$ cat src/rtl/bwc_pkg.sv
package bwc_pkg;

    localparam int NUM_LANES = 4;

    typedef enum logic [2:0] {
        OP_IDLE,
        OP_DESEL,
        OP_RD_NEW,
        OP_RD_CONT,
        OP_WR
    } op_e;

    typedef enum logic [1:0] {
        OS_DESEL,
        OS_MASK,
        OS_ON,
        OS_WRHOLD
    } ostate_e;

    typedef struct packed {
        logic                 want;
        logic [NUM_LANES-1:0] lanes;
    } wr_req_t;

    function automatic wr_req_t qualify_write(
        input logic                 glob_n,
        input logic                 ben_n,
        input logic [NUM_LANES-1:0] sel_n
    );
        wr_req_t r;
        if (!glob_n) begin
            r.lanes = '1;
        end else if (!ben_n) begin
            r.lanes = ~sel_n;
        end else begin
            r.lanes = '0;
        end
        r.want = |r.lanes;
        return r;
    endfunction

endpackage

$ cat src/rtl/bwc_write_decode.sv
module bwc_write_decode
    import bwc_pkg::*;
(
    input  logic                 clk,
    input  logic                 rst,
    input  logic                 proc_stb_n,
    input  logic                 ctrl_stb_n,
    input  logic                 sel,
    input  logic                 active,
    input  logic                 glob_wr_n,
    input  logic                 byte_en_n,
    input  logic [NUM_LANES-1:0] lane_sel_n,
    output op_e                  op,
    output logic [NUM_LANES-1:0] wr_lanes
);

    wr_req_t req;
    logic    strobe;

    always_comb begin
        req    = qualify_write(glob_wr_n, byte_en_n, lane_sel_n);
        strobe = !proc_stb_n || !ctrl_stb_n;
        if (strobe) begin
            if (!sel) begin
                op = OP_DESEL;
            end else if (!proc_stb_n) begin
                op = OP_RD_NEW;
            end else if (req.want) begin
                op = OP_WR;
            end else begin
                op = OP_RD_NEW;
            end
        end else if (active) begin
            op = req.want ? OP_WR : OP_RD_CONT;
        end else begin
            op = OP_IDLE;
        end
        wr_lanes = (op == OP_WR) ? req.lanes : '0;
    end

    AST_GW_ALL_LANES: assert property (@(posedge clk) disable iff (rst)
        (!glob_wr_n && !ctrl_stb_n && proc_stb_n && sel) |-> (wr_lanes == '1));

    AST_LANE_SUBSET: assert property (@(posedge clk) disable iff (rst)
        glob_wr_n |-> ((wr_lanes & lane_sel_n) == '0));

    AST_READ_NO_LANES: assert property (@(posedge clk) disable iff (rst)
        (glob_wr_n && byte_en_n) |-> (wr_lanes == '0));

endmodule

$ cat src/rtl/bwc_out_ctrl.sv
module bwc_out_ctrl
    import bwc_pkg::*;
(
    input  logic clk,
    input  logic rst,
    input  op_e  op,
    input  logic out_en_n,
    output logic active,
    output logic bus_drive
);

    ostate_e ostate;
    ostate_e ostate_nx;

    always_comb begin
        case (op)
            OP_DESEL:   ostate_nx = OS_DESEL;
            OP_RD_NEW:  ostate_nx = (ostate == OS_DESEL) ? OS_MASK : OS_ON;
            OP_RD_CONT: ostate_nx = (ostate == OS_WRHOLD) ? OS_WRHOLD : OS_ON;
            OP_WR:      ostate_nx = OS_WRHOLD;
            default:    ostate_nx = ostate;
        endcase
    end

    always_ff @(posedge clk) begin
        if (rst) begin
            ostate <= OS_DESEL;
        end else begin
            ostate <= ostate_nx;
        end
    end

    assign active    = (ostate != OS_DESEL);
    assign bus_drive = !out_en_n && (ostate == OS_ON) && (op != OP_WR);

    AST_MASK_FIRST: assert property (@(posedge clk) disable iff (rst)
        (ostate == OS_DESEL) |=> !bus_drive);

    AST_HOLD_AFTER_WR: assert property (@(posedge clk) disable iff (rst)
        (op == OP_WR) |=> !bus_drive);

endmodule

$ cat src/rtl/bwc_lane_store.sv
module bwc_lane_store #(
    parameter  int LANE_W = 9,
    parameter  int DEPTH  = 16,
    localparam int NL     = bwc_pkg::NUM_LANES,
    localparam int AW     = $clog2(DEPTH),
    localparam int DW     = NL * LANE_W
) (
    input  logic          clk,
    input  logic [NL-1:0] we,
    input  logic [AW-1:0] waddr,
    input  logic [DW-1:0] wdata,
    input  logic [AW-1:0] raddr,
    output logic [DW-1:0] rdata
);

    for (genvar g = 0; g < NL; g++) begin : g_lane
        logic [LANE_W-1:0] cells [DEPTH];

        always_ff @(posedge clk) begin
            if (we[g]) begin
                cells[waddr] <= wdata[g*LANE_W +: LANE_W];
            end
        end

        assign rdata[g*LANE_W +: LANE_W] = cells[raddr];
    end

endmodule

$ cat src/rtl/byte_write_ctrl.sv
module byte_write_ctrl
    import bwc_pkg::*;
#(
    parameter  int LANE_W = 9,
    parameter  int DEPTH  = 16,
    localparam int AW     = $clog2(DEPTH),
    localparam int DW     = NUM_LANES * LANE_W
) (
    input  logic                 clk,
    input  logic                 rst,
    input  logic [AW-1:0]        addr,
    input  logic                 sel,
    input  logic                 proc_stb_n,
    input  logic                 ctrl_stb_n,
    input  logic                 glob_wr_n,
    input  logic                 byte_en_n,
    input  logic [NUM_LANES-1:0] lane_sel_n,
    input  logic                 out_en_n,
    input  logic [DW-1:0]        wr_data,
    output logic [DW-1:0]        rd_data,
    output logic                 bus_drive,
    output logic [NUM_LANES-1:0] wr_strb
);

    op_e           op;
    logic          active;
    logic [AW-1:0] raddr_q;

    bwc_write_decode u_dec (
        .clk        (clk),
        .rst        (rst),
        .proc_stb_n (proc_stb_n),
        .ctrl_stb_n (ctrl_stb_n),
        .sel        (sel),
        .active     (active),
        .glob_wr_n  (glob_wr_n),
        .byte_en_n  (byte_en_n),
        .lane_sel_n (lane_sel_n),
        .op         (op),
        .wr_lanes   (wr_strb)
    );

    bwc_out_ctrl u_out (
        .clk       (clk),
        .rst       (rst),
        .op        (op),
        .out_en_n  (out_en_n),
        .active    (active),
        .bus_drive (bus_drive)
    );

    always_ff @(posedge clk) begin
        if (rst) begin
            raddr_q <= '0;
        end else if (op == OP_RD_NEW || op == OP_RD_CONT || op == OP_WR) begin
            raddr_q <= addr;
        end
    end

    bwc_lane_store #(
        .LANE_W (LANE_W),
        .DEPTH  (DEPTH)
    ) u_store (
        .clk   (clk),
        .we    (wr_strb),
        .waddr (addr),
        .wdata (wr_data),
        .raddr (raddr_q),
        .rdata (rd_data)
    );

    AST_PROC_READ_ONLY: assert property (@(posedge clk) disable iff (rst)
        !proc_stb_n |-> (wr_strb == '0));

    AST_DESEL_NO_WRITE: assert property (@(posedge clk) disable iff (rst)
        (!sel && (!proc_stb_n || !ctrl_stb_n)) |-> (wr_strb == '0));

    AST_WRITE_TRISTATE: assert property (@(posedge clk) disable iff (rst)
        (wr_strb != '0) |-> !bus_drive);

    AST_OE_GATES: assert property (@(posedge clk) disable iff (rst)
        out_en_n |-> !bus_drive);

endmodule

$ cat config.mk
export PLATFORM = sky130hd
export DESIGN_NAME = byte_write_ctrl
export DESIGN_NICKNAME = d
export VERILOG_FILES = /design/src/rtl/bwc_pkg.sv /design/src/rtl/bwc_write_decode.sv /design/src/rtl/bwc_out_ctrl.sv /design/src/rtl/bwc_lane_store.sv /design/src/rtl/byte_write_ctrl.sv
export SDC_FILE = /design/constraint.sdc
export NUM_CORES = 1
export LEC_CHECK = 0
export ABC_AREA = 0
export BUFFER_PORTS_ARGS = -buffer_cell sky130_fd_sc_hd__buf_2
export CAP_MARGIN = 20
export CORE_ASPECT_RATIO = 1.25
export CORE_MARGIN = 3
export CORE_UTILIZATION = 30
export DETAILED_ROUTE_END_ITERATION = 12
export SLEW_MARGIN = 20
export SYNTH_ARGS = -nofsm -noshare
export SYNTH_HDL_FRONTEND = slang
export SYNTH_SLANG_ARGS = --single-unit
$ cat constraint.sdc
create_clock -name clk -period 3.17 [get_ports clk]
set_input_delay 0.1585 -clock clk [delete_from_list [all_inputs] [get_ports clk]]
set_output_delay 0.1585 -clock clk [all_outputs]
set_load 0.01 [all_outputs]
After elaboration in Yosys (flattened, before gate mapping)
Memories as Yosys holds them, arrays and structs flattened. A register that Yosys moved wholly into a read port is not among the register bits.
Index checks and enable logic that the tools add are counted.
Widths: inputs -> output; s select.
- bits in registers: 6
- bits in latches: 0
- RAM bits: 576
- bits in read-only memories: 0
- input bits: 52
- output and inout bits: 41
- logic and storage cells: 54
- memories kept: 4
- add/sub/neg operators: 0
- multipliers: 0
- divide/modulo/power cells: 0
- $lt $le $gt $ge: 0
- eq/ne operators: 7
- shift operators: 0
- muxes and demuxes: 28
- bitwise logic cells: 1
- reduce and logical (&&, ||, !) cells: 12
- memories (memory ; depth ; bits a word ; read ports ; clocked after Yosys merged registers in ; write ports ; line ; RTL):
    u_store.g_lane[0].cells ; 16 ; 9 ; 1 ; 1 ; 1 ; bwc_lane_store.sv:17 ; logic [LANE_W-1:0] cells [DEPTH];
    u_store.g_lane[1].cells ; 16 ; 9 ; 1 ; 1 ; 1 ; bwc_lane_store.sv:17 ;
    u_store.g_lane[2].cells ; 16 ; 9 ; 1 ; 1 ; 1 ; bwc_lane_store.sv:17 ;
    u_store.g_lane[3].cells ; 16 ; 9 ; 1 ; 1 ; 1 ; bwc_lane_store.sv:17 ;
- operators by type and width (kind ; number):
    $mux 4 ; 11
    $mux 3 ; 6
    $mux 1 ; 9
    $pmux 2 s4 ; 1
    $eq 3x2->1 const B ; 2
    $eq 2x2->1 const B ; 2
    $not 4->4 ; 1
    $reduce_bool 4->1 ; 1
    $reduce_or 4->1 ; 1
    $eq 3x1->1 const B ; 1
    $eq 3x3->1 const B ; 1
    $logic_not 1->1 ; 3
    $logic_or 1x1->1 ; 3
    $ne 3x3->1 const B ; 1
    $logic_and 1x1->1 ; 2
    $logic_not 2->1 ; 1
    $mux 2 ; 1
    $reduce_bool 2->1 ; 1

Longest topological paths before layout
- depth in word-level cells: 13
- depth in mapped cells: 6
- gate-level depth less buffers: 3

Cells and area by module
From an unflattened synthesis, not the netlist that was laid out.
- cell total of the unflattened synthesis: 1027
- area total of the unflattened synthesis: 22487.8 µm²
- modules (own cells, without submodules) (module ; times used ; cells an instance ; area an instance (µm²) ; seq. area each (µm²)):
    bwc_lane_store ; 1 ; 969 ; 22007.4 ; 17296.6
    byte_write_ctrl ; 1 ; 19 ; 190.2 ; 80.1
    bwc_write_decode ; 1 ; 22 ; 162.7 ; 0.0
    bwc_out_ctrl ; 1 ; 17 ; 127.6 ; 40.0

Worst setup path before layout
Ideal clock, no wire load.
- kind: reg-to-reg
- start: register u_out.ostate[1]
- end: memory u_store.g_lane[2].cells[10][0], enable pin
- setup time: 387 ps
- data arrival time: 1836 ps
- data required time: 2783 ps
- setup slack: 948 ps
- cell stages (with the launch flop): 6
- path buffers: 2
- period minus slack after synthesis: 2222 ps
- cells stage by stage: dfxtp_1 nand4bb_1 o211ai_1 buf_2 buf_2 nor3_1
- word-level cells in the longest chain between the ends: 7
- RTL lines (what ; line ; RTL):
    start, declared ; bwc_out_ctrl.sv:12 ; ostate_e ostate;
    start signal, assigned ; bwc_out_ctrl.sv:29 ; ostate <= ostate_nx;
    $reduce_bool 2->1 ; bwc_out_ctrl.sv:33 ; assign active = (ostate != OS_DESEL);
    $mux 3 ; bwc_write_decode.sv:33 ; end else if (active) begin
    $mux 3 ; bwc_write_decode.sv:23 ; if (strobe) begin
    $eq 3x3->1 ; bwc_write_decode.sv:38 ; wr_lanes = (op == OP_WR) ? req.lanes : '0;
    $mux 4 ; bwc_write_decode.sv:38 ;
    $mux 1 ; bwc_lane_store.sv:20 ; if (we[g]) begin
    $mux 1 (implied by the code) ; bwc_lane_store.sv:21 ; cells[waddr] <= wdata[g*LANE_W +: LANE_W];
    end, declared ; bwc_lane_store.sv:17 ;
No other way between the ends.

==> reports/metrics.cfg <==
[power]
leakagePower_nw = 8.20
pwr-share-seq = 0.536
clockPowerShare = 0.392
ir_worst_vdd_uv = 461
p_sw_frac = 0.217
p_int_mw = 12.5
p_per_area_nw_per_um2 = 598
comb_power_share = 0.072
netSwitchingPower_mw = 3.47

[critical_path]
crit_chain = buf_12 -> buf_12 -> mux4_2 -> a22oi_1 -> nand2_1 -> buf_2
crit_type = reg -> out
worstPathArrival_ps = 2720
max_stage_delay_ps = 620
critPathRequiredTime_ps = 3010
worstPathMaxFanout = 34
cp-start-kind = flop
path_common_cell = buf_12
cpMaxStageDelayCell = dfxtp_4
end_kind = output port

[status]
outcome = finished clean

[detailed_routing]
firstDrtPassIters = 5
vias_per_cell = 4.96
first_iter_violations = 922
ant_nets = 0
drc_errors = 0
vias = 11000
post_drt_wl_per_cell_um = 23.7
routed_wl_um = 52500

[hold_path]
hold_path_class = in -> reg

[die]
die_w_um = 250
start_util = 0.304
ios = 93
fp.dieH_um = 312
std_cell_rows = 111
die_area_um2 = 78000
core_area_um2 = 73600

[timing]
period_share = 0.909
finalMaxSlewViolations = 0
hold_violations = 0
period_needed_ps = 2880
worstMarginPinSlew_ps = 1090
setup-violations-final = 0
holdWs_ps = 27.1
clock_skew_ps = 21.7
fmax_mhz = 347
rsz0062_at_grt = false
maxSlewHeadroom = 0.268
setup_tns_ps = 0

[job]
cap_violations = 0

[synth]
synth_top_area_share = 0.772
ys_dominant_reg_cell = edfxtp_1
synth_commonest_cells = edfxtp_1 (576), mux4_2 (144), a22oi_1 (72)
syn_nets = 1083
async_flop_share = 0
yosysMostFrequentCell = edfxtp_1
synth_edf_count = 576
synth_seq_cells = 586
synth_warnings = 0
synth_cell_types = 30
seq_area_frac_synth = 0.781
synth.avg_cell_area_um2 = 21.7
synth.area.top_cells = edfxtp_1 (77%), mux4_2 (14%), a22oi_1 (2.4%)
yosys.area.top_type = edfxtp_1
syn_inst = 1031
syn-cell-area_um2 = 22400

[global_route]
grtUsageTotal = 0.133
grt_overflow = 0
grt_max_degree = 52
grt_pass1_wl_um = 78200
grt_pass1_vias = 11700
antenna_found_initial = 0

[cts]
cts_tree = built
numCtsBuffers = 52
htree_levels = 2
cts.sinks = 586
clock_latency_ps = 570
cts_buffer_depth = 3
clockRootBuffer = clkbuf_16
clk_pin_slew_ps = 70
post_cts_resized = 0

[placement]
hpwl_um = 33500
place_congestion = 0.759
portBuffers = 92

[finish]
diodes = 0
fillCellCount = 6735
drive_gt1_frac = 0.334
nets = 1267
area_growth_pct = 19.2
seqCellArea_um2 = 17500
multi_input_area_um2 = 4900

==> cell type report <==
class                      instances  share of cell area
multi-input combinational        384               0.183
clock inverter                    26             0.00932
sequential                       586               0.655
clock buffer                      71              0.0537
timing repair buffer             189              0.0532
tap                              960              0.0450
inverter                           2            0.000281
==> power by group through the flow <==
stage / clock (mW) / combinational, mW / sequential [mW]
3_5_place_dp: 0 / 1.10 / 8.75
5_1_grt: 6.67 / 1.24 / 8.57
3_3_place_gp: 0 / 1.08 / 8.75
2_1_floorplan: 0 / 0.598 / 8.72
6_report: 6.27 / 1.14 / 8.57
4_1_cts: 6.40 / 1.15 / 8.58
==> routing by layer <==
metal / share of wire / wire length [um] / track usage / vias up
met5: 0 / 0 / 0 / -
met1: 0.41 / 21700 / 0.174 / 5823
li1: - / - / - / 4747
met3: 0.051 / 2670 / 0.0208 / 82
met4: 0.026 / 1360 / 0.0422 / 0
met2: 0.51 / 26800 / 0.227 / 347
==> flip-flops by register name, indices dropped and copies added (netlist names), named ones only <==
name and count:
u_store.g_lane.cells 576, raddr_q 4, u_out.ostate 2
==> kinds of logic (layout without fill, tap and decap cells) <==
family | count (synthesis) | count (layout) | share of synthesized area
and+or+nand+nor | 147 | 147 | 0.0309
muxes | 144 | 144 | 0.145
DFF | 586 | 586 | 0.781
buffers and inverters | 61 | 288 | 0.0136
AOI/OAI and AO/OA | 93 | 93 | 0.0298
==> cells in the final DEF, fill, tap and decap left out, drive strengths merged, types with 2 or more instances in the layout <==
cell type / netlist / routed
a21oi: 5 / 5
a22oi: 72 / 72
buf: 28 / 146
bufinv: 0 / 4
clkbuf: 31 / 71
clkinv: 0 / 18
clkinvlp: 0 / 2
dfxtp: 10 / 10
dlygate4sd3: 0 / 43
edfxtp: 576 / 576
inv: 2 / 4
mux4: 144 / 144
nand2: 50 / 50
nand3: 10 / 10
nor2: 10 / 10
nor2b: 6 / 6
nor3: 64 / 64
o21ai: 9 / 9
==> critical path, delay by kind of cell, from the launching register on <==
kind	cells	cell delay, ps
buffers and inverters	3	710
muxes	1	320
AOI/OAI and AO/OA	1	320
DFF	1	620
and+or+nand+nor	1	150
==> stage by stage <==
step	std cells	power, mW	util	cell area [um2]	setup WS, ps
4_1_cts	2209	16.1	0.362	26600	102
3_5_place_dp	2069	9.85	0.333	24500	617
3_3_place_gp	2068	9.83	0.332	24400	508
2_1_floorplan	1031	9.32	-	22400	948
6_report	2218	16.0	0.363	26700	288
5_1_grt	2218	16.5	0.363	26700	175
==> worst paths after layout <==
kind	slack [ps]	start	end	depth (start not counted)
worst max-delay path	290	flop	rd_data[11]	6
worst min-delay path	30	wr_data[18]	u_store.g_lane[2].cells[4][0]	1
worst max register to register	700	u_out.ostate[1]	u_store.g_lane[1].cells[11][7]	4
worst min register to register	480	raddr_q[3]	raddr_q[3]	2
==> timing repair <==
item                                    4_1_cts  5_1_grt
hold endpoints to repair                    539        0
endpoints found under the setup margin        0        1
hold buffers                                 43        0
buffers inserted                              0        8
(Power assumes the default switching activity.)
